==> src/rtl/hs_seq_pkg.sv <==
`timescale 1ns/1ps
package hs_seq_pkg;
  typedef enum logic [2:0] {
    ST_OFF    = 3'd0,
    ST_SOFT   = 3'd1,
    ST_ON     = 3'd2,
    ST_TIMING = 3'd3,
    ST_LATCH  = 3'd4,
    ST_RWAIT  = 3'd5
  } hs_state_e;
endpackage

==> src/rtl/hs_oc_timer.sv <==
`timescale 1ns/1ps
module hs_oc_timer #(
  parameter int TW = 16
) (
  input  logic          clk_i,
  input  logic          rst_ni,
  input  logic          run_i,
  input  logic [TW-1:0] tout_i,
  output logic          expire_o
);
  logic [TW-1:0] cnt_q;
  logic [TW:0]   cnt_inc;
  logic [TW:0]   eff;

  assign eff      = (tout_i == '0) ? (TW+1)'(1) : {1'b0, tout_i};
  assign cnt_inc  = {1'b0, cnt_q} + (TW+1)'(1);
  assign expire_o = run_i && (cnt_inc >= eff);

  always_ff @(posedge clk_i or negedge rst_ni) begin
    if (!rst_ni)                 cnt_q <= '0;
    else if (!run_i || expire_o) cnt_q <= '0;
    else                         cnt_q <= cnt_inc[TW-1:0];
  end


  cnt_below_tout_chk: assert property (@(posedge clk_i) disable iff (!rst_ni)
    {1'b0, cnt_q} < eff);

  cnt_clear_chk: assert property (@(posedge clk_i) disable iff (!rst_ni)
    !run_i |=> cnt_q == '0);
endmodule

==> src/rtl/hs_retry_wait.sv <==
`timescale 1ns/1ps
module hs_retry_wait #(
  parameter int TW      = 16,
  parameter int RETRY_N = 64
) (
  input  logic          clk_i,
  input  logic          rst_ni,
  input  logic          run_i,
  input  logic [TW-1:0] tout_i,
  output logic          done_o
);
  localparam int RW = (RETRY_N > 1) ? $clog2(RETRY_N) : 1;

  logic [TW-1:0] icnt_q;
  logic [RW-1:0] rcnt_q;
  logic [TW:0]   eff;
  logic          last_int;

  assign eff      = (tout_i == '0) ? (TW+1)'(1) : {1'b0, tout_i};
  assign last_int = ({1'b0, icnt_q} + (TW+1)'(1)) >= eff;
  assign done_o   = run_i && last_int && (rcnt_q == RW'(RETRY_N-1));

  always_ff @(posedge clk_i or negedge rst_ni) begin
    if (!rst_ni) begin
      icnt_q <= '0;
      rcnt_q <= '0;
    end else if (!run_i || done_o) begin
      icnt_q <= '0;
      rcnt_q <= '0;
    end else if (last_int) begin
      icnt_q <= '0;
      rcnt_q <= rcnt_q + RW'(1);
    end else begin
      icnt_q <= icnt_q + TW'(1);
    end
  end


  interval_wrap_chk: assert property (@(posedge clk_i) disable iff (!rst_ni)
    run_i && $past(run_i) && (rcnt_q != $past(rcnt_q)) |-> icnt_q == '0);

  wait_discard_chk: assert property (@(posedge clk_i) disable iff (!rst_ni)
    !run_i |=> rcnt_q == '0 && icnt_q == '0);
endmodule

==> src/rtl/hs_fault_seq.sv <==
`timescale 1ns/1ps
module hs_fault_seq
  import hs_seq_pkg::*;
#(
  parameter int TW      = 16,
  parameter int RETRY_N = 64
) (
  input  logic          clk_i,
  input  logic          rst_ni,
  input  logic          por_ok_i,
  input  logic          en_ni,
  input  logic          lim_i,
  input  logic          sev_oc_i,
  input  logic          retry_i,
  input  logic          ss_done_i,
  input  logic [TW-1:0] tout_i,
  output logic          gate_en_o,
  output logic          gate_pd_o,
  output logic          ss_rst_o,
  output logic          fault_no,
  output logic [2:0]    state_o
);
  hs_state_e state_q, state_d;
  logic      act, live, tmr_run, tmr_exp, rw_run, rw_done;
  logic      sev_q, pd_d;
  logic      gate_en_q, gate_pd_q, ss_rst_q, fault_n_q;

  assign act     = por_ok_i && !en_ni;
  assign live    = (state_q == ST_SOFT) || (state_q == ST_ON) || (state_q == ST_TIMING);
  assign tmr_run = act && live && lim_i;
  assign rw_run  = act && (state_q == ST_RWAIT);

  hs_oc_timer #(.TW(TW)) u_oc_timer (
    .clk_i   (clk_i),
    .rst_ni  (rst_ni),
    .run_i   (tmr_run),
    .tout_i  (tout_i),
    .expire_o(tmr_exp)
  );

  hs_retry_wait #(.TW(TW), .RETRY_N(RETRY_N)) u_retry_wait (
    .clk_i (clk_i),
    .rst_ni(rst_ni),
    .run_i (rw_run),
    .tout_i(tout_i),
    .done_o(rw_done)
  );

  always_comb begin
    state_d = state_q;
    pd_d    = 1'b0;
    if (!act) begin
      state_d = ST_OFF;
    end else begin
      unique case (state_q)
        ST_OFF: state_d = ST_SOFT;
        ST_SOFT, ST_ON, ST_TIMING: begin
          if (sev_oc_i && !sev_q) pd_d = 1'b1;
          if (tmr_exp) begin
            pd_d    = 1'b1;
            state_d = retry_i ? ST_RWAIT : ST_LATCH;
          end else if (lim_i) begin
            state_d = ST_TIMING;
          end else if (state_q == ST_TIMING) begin
            state_d = ss_done_i ? ST_ON : ST_SOFT;
          end else if (state_q == ST_SOFT && ss_done_i) begin
            state_d = ST_ON;
          end
        end
        ST_LATCH: state_d = ST_LATCH;
        ST_RWAIT: if (rw_done) state_d = ST_SOFT;
        default:  state_d = ST_OFF;
      endcase
    end
  end

  always_ff @(posedge clk_i or negedge rst_ni) begin
    if (!rst_ni) begin
      state_q   <= ST_OFF;
      sev_q     <= 1'b0;
      gate_en_q <= 1'b0;
      gate_pd_q <= 1'b0;
      ss_rst_q  <= 1'b1;
      fault_n_q <= 1'b1;
    end else begin
      state_q   <= state_d;
      sev_q     <= sev_oc_i;
      gate_en_q <= (state_d == ST_SOFT) || (state_d == ST_ON) || (state_d == ST_TIMING);
      gate_pd_q <= pd_d;
      ss_rst_q  <= (state_d == ST_OFF) || (state_d == ST_LATCH) || (state_d == ST_RWAIT);
      fault_n_q <= !((state_d == ST_LATCH) || (state_d == ST_RWAIT));
    end
  end

  assign gate_en_o = gate_en_q;
  assign gate_pd_o = gate_pd_q;
  assign ss_rst_o  = ss_rst_q;
  assign fault_no  = fault_n_q;
  assign state_o   = state_q;


  por_hold_chk: assert property (@(posedge clk_i) disable iff (!rst_ni)
    !por_ok_i |=> state_q == ST_OFF && !gate_en_o && ss_rst_o && fault_no);

  gate_fault_excl_chk: assert property (@(posedge clk_i) disable iff (!rst_ni)
    gate_en_o |-> fault_no && !ss_rst_o);

  fault_entry_chk: assert property (@(posedge clk_i) disable iff (!rst_ni)
    $fell(fault_no) |-> gate_pd_o && !gate_en_o);

  latch_hold_chk: assert property (@(posedge clk_i) disable iff (!rst_ni)
    state_q == ST_LATCH && act |=> state_q == ST_LATCH && !fault_no);

  sev_keep_gate_chk: assert property (@(posedge clk_i) disable iff (!rst_ni)
    act && live && sev_oc_i && !sev_q && !lim_i |=> gate_pd_o && gate_en_o);

  wait_abort_chk: assert property (@(posedge clk_i) disable iff (!rst_ni)
    state_q == ST_RWAIT && en_ni |=> state_q == ST_OFF && fault_no);
endmodule

==> config.mk <==
export PLATFORM = sky130hd
export DESIGN_NAME = hs_fault_seq
export DESIGN_NICKNAME = d
export VERILOG_FILES = /design/src/rtl/hs_seq_pkg.sv /design/src/rtl/hs_oc_timer.sv /design/src/rtl/hs_retry_wait.sv /design/src/rtl/hs_fault_seq.sv
export SDC_FILE = /design/constraint.sdc
export NUM_CORES = 1
export LEC_CHECK = 0
export BUFFER_PORTS_ARGS = -buffer_cell sky130_fd_sc_hd__buf_2
export CORE_UTILIZATION = 55
export DETAILED_ROUTE_END_ITERATION = 6
export PLACE_DENSITY = 0.75
export SLEW_MARGIN = 20
export SYNTH_ARGS = -nofsm -noshare
export SYNTH_HDL_FRONTEND = slang
export SYNTH_SLANG_ARGS = --single-unit
==> constraint.sdc <==
create_clock -name clk_i -period 8.6 [get_ports clk_i]
set_input_delay 1.72 -clock clk_i [delete_from_list [all_inputs] [get_ports clk_i]]
set_output_delay 1.72 -clock clk_i [all_outputs]
set_load 0.05 [all_outputs]
# Word-level counts from Yosys, hierarchy flattened
# Index checks and enable logic that the tools add are counted.
# word_totals
ramBits	0
mem_bits_ro	0
mem_count	0
elab_cells	73
regBits	46
latchBits	0
# classes
magnitude_cmp	2
mul	0
n_bitwise	0
div_mod_pow	0
n_addsub	4
shift	0
n_eq_ne	11
n_reduce_logical	28
mux	19
# op_table
cell	n
$mux 16	4
$add 16x1->17 const B	2
$ge 17x17->1	2
$mux 3	6
$add 16x1->16 const B	1
$logic_not 16->1	1
$eq 3x2->1 const B	4
$eq 3x3->1 const B	4
$mux 6	2
$pmux 3 s4	1
$logic_and 1x1->1	9
$logic_or 1x1->1	9
$add 6x1->6 const B	1
$eq 3x1->1 const B	2
$eq 6x6->1 const B	1
$logic_not 3->1	2
$logic_not 1->1	5
$mux 1	5
$reduce_or 3->1	1
$mux 2	1
$reduce_bool 2->1	1

# Longest topological paths before layout
# depth
word_depth	12
mapped_depth	13
depth_no_buf	12

# By module
# From an unflattened synthesis, not the netlist that was laid out.
# unflattened
hier_cells	339
hier_area_um2	3148.0
# modules_own_cells
mod	n_inst	seq_area_each_um2	cells_per_inst	area_per_inst_um2
hs_retry_wait	1	550.5	169	1545.2
hs_oc_timer	1	400.4	136	1243.7
hs_fault_seq	1	202.7	34	359.1

# Worst setup path after synthesis
# No wires, ideal clock.
# synth_path
path_kind	input -> register
start	in tout_i[13]
end	reg u_retry_wait.rcnt_q[5]
setup_ns	0.122
path_slack_ns	5.092
cell_stages	9
arrival_time_ns	3.386
path_buffers	0
path_cell_list	nor3_1 -> a41o_1 -> ha_1 -> nand2b_1 -> a311o_1 -> a31o_1 -> a21oi_4 -> o22ai_1 -> a32o_1
# synth_via
elab_chain_len	7
word_cells_on_any_way	8
classes_between	1 x order compare; 2 x mux; 5 x reduce/logical
# synth_rtl
item	line	rtl
start, declared	hs_fault_seq.sv:16	input logic [TW-1:0] tout_i,
$logic_not 16->1	hs_retry_wait.sv:19	assign eff = (tout_i == '0) ? (TW+1)'(1) : {1'b0, tout_i};
$mux 16 (*)	hs_retry_wait.sv:19	
$ge 17x17->1 (*)	hs_retry_wait.sv:20	assign last_int = ({1'b0, icnt_q} + (TW+1)'(1)) >= eff;
$logic_and 1x1->1 (2 in series)	hs_retry_wait.sv:21	assign done_o = run_i && last_int && (rcnt_q == RW'(RETRY_N-1));
$logic_or 1x1->1	hs_retry_wait.sv:27	end else if (!run_i || done_o) begin
$mux 6 / $reduce_bool 2->1 (equally long branches)	--	
end signal, assigned	hs_retry_wait.sv:32	rcnt_q <= rcnt_q + RW'(1);
end, declared	hs_retry_wait.sv:15	logic [RW-1:0] rcnt_q;
# Mark *: on every way between the ends. The rest lies on a longest branch, timed or not.
# A chain may end at the register's enable or synchronous reset.

# Final worst setup path
# layout_path
start	in tout_i[1]
end	reg state_q[0] (netlist: state_o[0])
# layout_via
elab_chain_len	8
word_cells_on_any_way	11
classes_between	2 x order compare; 5 x mux; 4 x reduce/logical
# layout_rtl
item	line	rtl
$logic_not 16->1	hs_oc_timer.sv:15, hs_retry_wait.sv:19	
$mux 16 (*)	hs_oc_timer.sv:15, hs_retry_wait.sv:19	
$ge 17x17->1	hs_retry_wait.sv:20	
$logic_and 1x1->1 (2 in series)	hs_retry_wait.sv:21	
$mux 3	hs_fault_seq.sv:71	ST_RWAIT: if (rw_done) state_d = ST_SOFT;
$pmux 3 s4 (*)	hs_fault_seq.sv:55	unique case (state_q)
$mux 3 (*)	hs_fault_seq.sv:52	if (!act) begin
named net state_d[0]	hs_fault_seq.sv:23	hs_state_e state_q, state_d;
end signal, assigned	hs_fault_seq.sv:86	state_q <= state_d;
end, declared	hs_fault_seq.sv:23	
# The timed path passes the listed nets; every way through them passes the cells marked *.

==> results.md <==
* Cell types occupying the most area after synthesis: dfrtp_1 35%, ha_1 13%, xnor2_1 5.5%
* Total of buffers placed on input and output ports at 30
* Vias after detailed routing at 2507
* DRT antenna net count at 0
* Max_cap viols at 0
* Post-synthesis register bit count at 46
* Area added between synthesis and finish at 10.6%
* Effective utilization at floorplan at 57.1%
* Mapped Cells at 334
* Total number of nets in the final design at 423
* Worst r2r src: u_oc_timer.cnt_q[0]$_DFF_PN0_
* Total GRT Usage at 24.9%
* Yosys top cell area share at 34.8%
* Share of async-settable or async-resettable flops after synthesis at 100%
* Final number of hold-violating endpoints at 0
* Crit path capture type: flip-flop
* Leading cell type in the layout, fill and taps excluded: dfrtp_1
* Relative slew margins at 50.5%
* Antenna diode count at 0
* Hold path startpoint: u_oc_timer.cnt_q[0]$_DFF_PN0_
* Transition time at the pin with the least slew margin at 0.738 ns
* Flop2flop setup slack at 5.07 ns
* Netlist area before placement at 3160 um^2
* PD cells at 119 nW/um^2
* Maximum fanout along the worst path at 14
* Aggregate global routing overflow at 0
* Iteration-0 DRC count of the detailed router at 128
* Run status: finished, final reports clean
* Number of vias per cell after detailed routing at 5.71
* Pre-Repair DR Iteration Count at 4
* Total number of placement rows at 27
* R2r worst-path depth at 12
* Clock buffer depth at 2
* Minimum period implied by the final worst setup slack at 3.69 ns
* Number of buffers inserted during clock tree synthesis at 5
* Capturing point of the worst reg2reg path: ss_rst_o$_DFF_PN1_
* # IOs at 31
* Ys flop type: dfrtp_1
* Post_cts resized at 0
* Number of antenna violations at the first check in global routing at 0
* Clock sinks at 46
* Y dimension of the die at 77.9 um
* Final-report max-slew violation count at 0
* Number of warnings printed during yosys synthesis at 0
* VDD IR-drop max at 68.3 uV
* Number of synthesized flops with an enable pin at 0
* Final setup viols at 0
* Root Buffer: clkbuf_8
* H-tree depth reported by CTS at 2
* Global-route wire length before repair at 11.6 mm
* Mean instance size in the synthesized netlist at 9.47 um^2
* Die boundary width at 77.9 um
* Maximum clock skew at final layout at 0.00947 ns
* Worst hold endpoint: u_oc_timer.cnt_q[0]$_DFF_PN0_
* Tcrit/Tclk final at 42.9%
* RSZ-0062 raised after global routing: false
* Hold buffer count at CTS at 0
* Placement-stage cell area at 3380 um^2
* Floorplan Core Area at 5540 um^2
* WS Path Type: input pin to flip-flop
* Fill cells at 480
* Critical Path Source Type: input pin
* Clock tree from TritonCTS: built
* Share of cells above drive strength 1 at 13.4%
* Maximum operating frequency at 271 MHz
* Count of cell types in the netlist at 54
* Clock insertion delay at the later pin of the skew report at 0.31 ns
* Post-detail-place hpwl at 5.30 mm
* Post-CTS Setup Repair Bufs at 0
* Post-Layout Inst Area at 3500 um^2
* P_leak at 1.74 nW
* CP Data Required Time at 8.82 ns
* Clock slew at the register clock pins of the worst setup and hold paths at 0.09 ns
* Most used cells in the layout excluding fill and tap cells: 44 x dfrtp_1, 33 x ha_1, 29 x buf_2, 28 x nand2_1, 23 x inv_1
* Arrival time at the worst endpoint at 3.91 ns
* Final weighted congestion of routability-driven global placement at 0.872
* Accumulated negative setup slack at 0 ns
* Path type of the worst min-delay path: flip-flop to flip-flop
* Vias in the first global route at 2522
* Mean routed wirelength per cell at 15.0 um
* Sequential area share after synthesis at 36.5%
* Post-synth top area cell: dfrtp_1
* Number of DRC violations after detailed routing at 0
* Final routed wirelength across all metal layers at 6.59 mm
* Hold Crit Depth at 1
* Net count after synthesis at 391
* Pin count of the biggest net entering global routing at 47
* Area enclosed by the die boundary at 6060 um^2
-- registers in the layout, summed over array words and instances (netlist names) --
signal / cells
ss_rst_o: 1
gate_pd_o: 1
state_o: 3
u_retry_wait.rcnt_q: 6
fault_no: 1
gate_en_o: 1
u_oc_timer.cnt_q: 16
sev_q: 1
u_retry_wait.icnt_q: 16
-- worst max-delay path: stages --
cell and delay (ns):
buf_2 0.12, nor4_1 0.40, a41o_1 0.29, ha_1 0.25, nor2b_1 0.11, nor3_1 0.08
o311ai_4 0.46, a31oi_4 0.19, a311oi_1 0.28
-- Yosys cell counts, types with 2 or more instances --
master     n
dfrtp_1   44
inv_1     23
nor4_1     5
and3_1    19
clkbuf_1   3
a211o_1    2
and4_1     7
a21oi_1   13
dfstp_2    2
mux2i_1    4
o21ai_0    7
and2_1     4
nor3_1     7
nand3_1   19
nor2_1    17
a21o_1     4
nor3b_1    2
nand4_1    8
xor2_1     9
nor2b_1   18
o21a_1     2
nand2_1   28
xnor2_1   20
nand2b_1   4
ha_1      33
o21ai_1    2
-- layer usage --
layer  GRT usage (%)  wire, um  up-vias
li1                -         -     1252
met1            34.0      3110     1189
met2            40.3      3140       51
met3            3.65       178       15
met4            8.49       163        0
met5               0         0        -
-- worst max-delay path by stage --
stage	start	cells after the start	to	slack, ns
2_1_floorplan	tout_i[13]	9	u_retry_wait.rcnt_q[5]$_DFFE_PN0P_	5.09
6_report	tout_i[1]	9	state_o[0]$_DFF_PN0_	4.91
4_1_cts	tout_i[1]	9	state_o[0]$_DFF_PN0_	4.91
3_5_place_dp	tout_i[1]	9	state_o[0]$_DFF_PN0_	4.58
5_1_grt	tout_i[1]	9	u_oc_timer.cnt_q[11]$_DFF_PN0_	4.72
3_3_place_gp	tout_i[1]	9	state_o[0]$_DFF_PN0_	4.65
-- where the power goes --
part           switching [W]  leakage [nW]  internal (W)
clock network      0.0000746        0.0504     0.0000864
logic              0.0000238          1.06     0.0000123
registers         0.00000122         0.631      0.000218
-- cell type report --
| class | count | area, um^2 | area share, % |
|---|---|---|---|
| inverter | 23 | 86.3 | 2.47 |
| multi-input combinational | 260 | 1900 | 54.4 |
| tap | 72 | 90.1 | 2.58 |
| clock inverter | 3 | 45.0 | 1.29 |
| timing repair buffer | 30 | 153 | 4.36 |
| clock buffer | 5 | 68.8 | 1.97 |
| sequential | 46 | 1150 | 33.0 |
-- per-stage QoR --
| stage | hold slack [ns] | util, % | power [W] | setup slack [ns] | instances |
|---|---|---|---|---|---|
| floorplan | 0.453 | - | 0.000243 | 5.09 | 334 |
| global placement | 0.516 | 61.0 | 0.000258 | 4.65 | 431 |
| detailed placement | 0.523 | 61.0 | 0.000259 | 4.58 | 431 |
| CTS | 0.535 | 63.1 | 0.000419 | 4.91 | 439 |
| global route | 0.559 | 63.1 | 0.000430 | 4.72 | 439 |
| finish | 0.534 | 63.1 | 0.000416 | 4.91 | 439 |
-- cells by family after synthesis --
logic type	synth area share, %
simple gates	25.1
compound gates	11.6
flops	36.5
fa+ha+maj	13.4
xor+xnor	8.54
buf+inv	3.60
mux	1.27
Power figures use the tool's default switching activity.
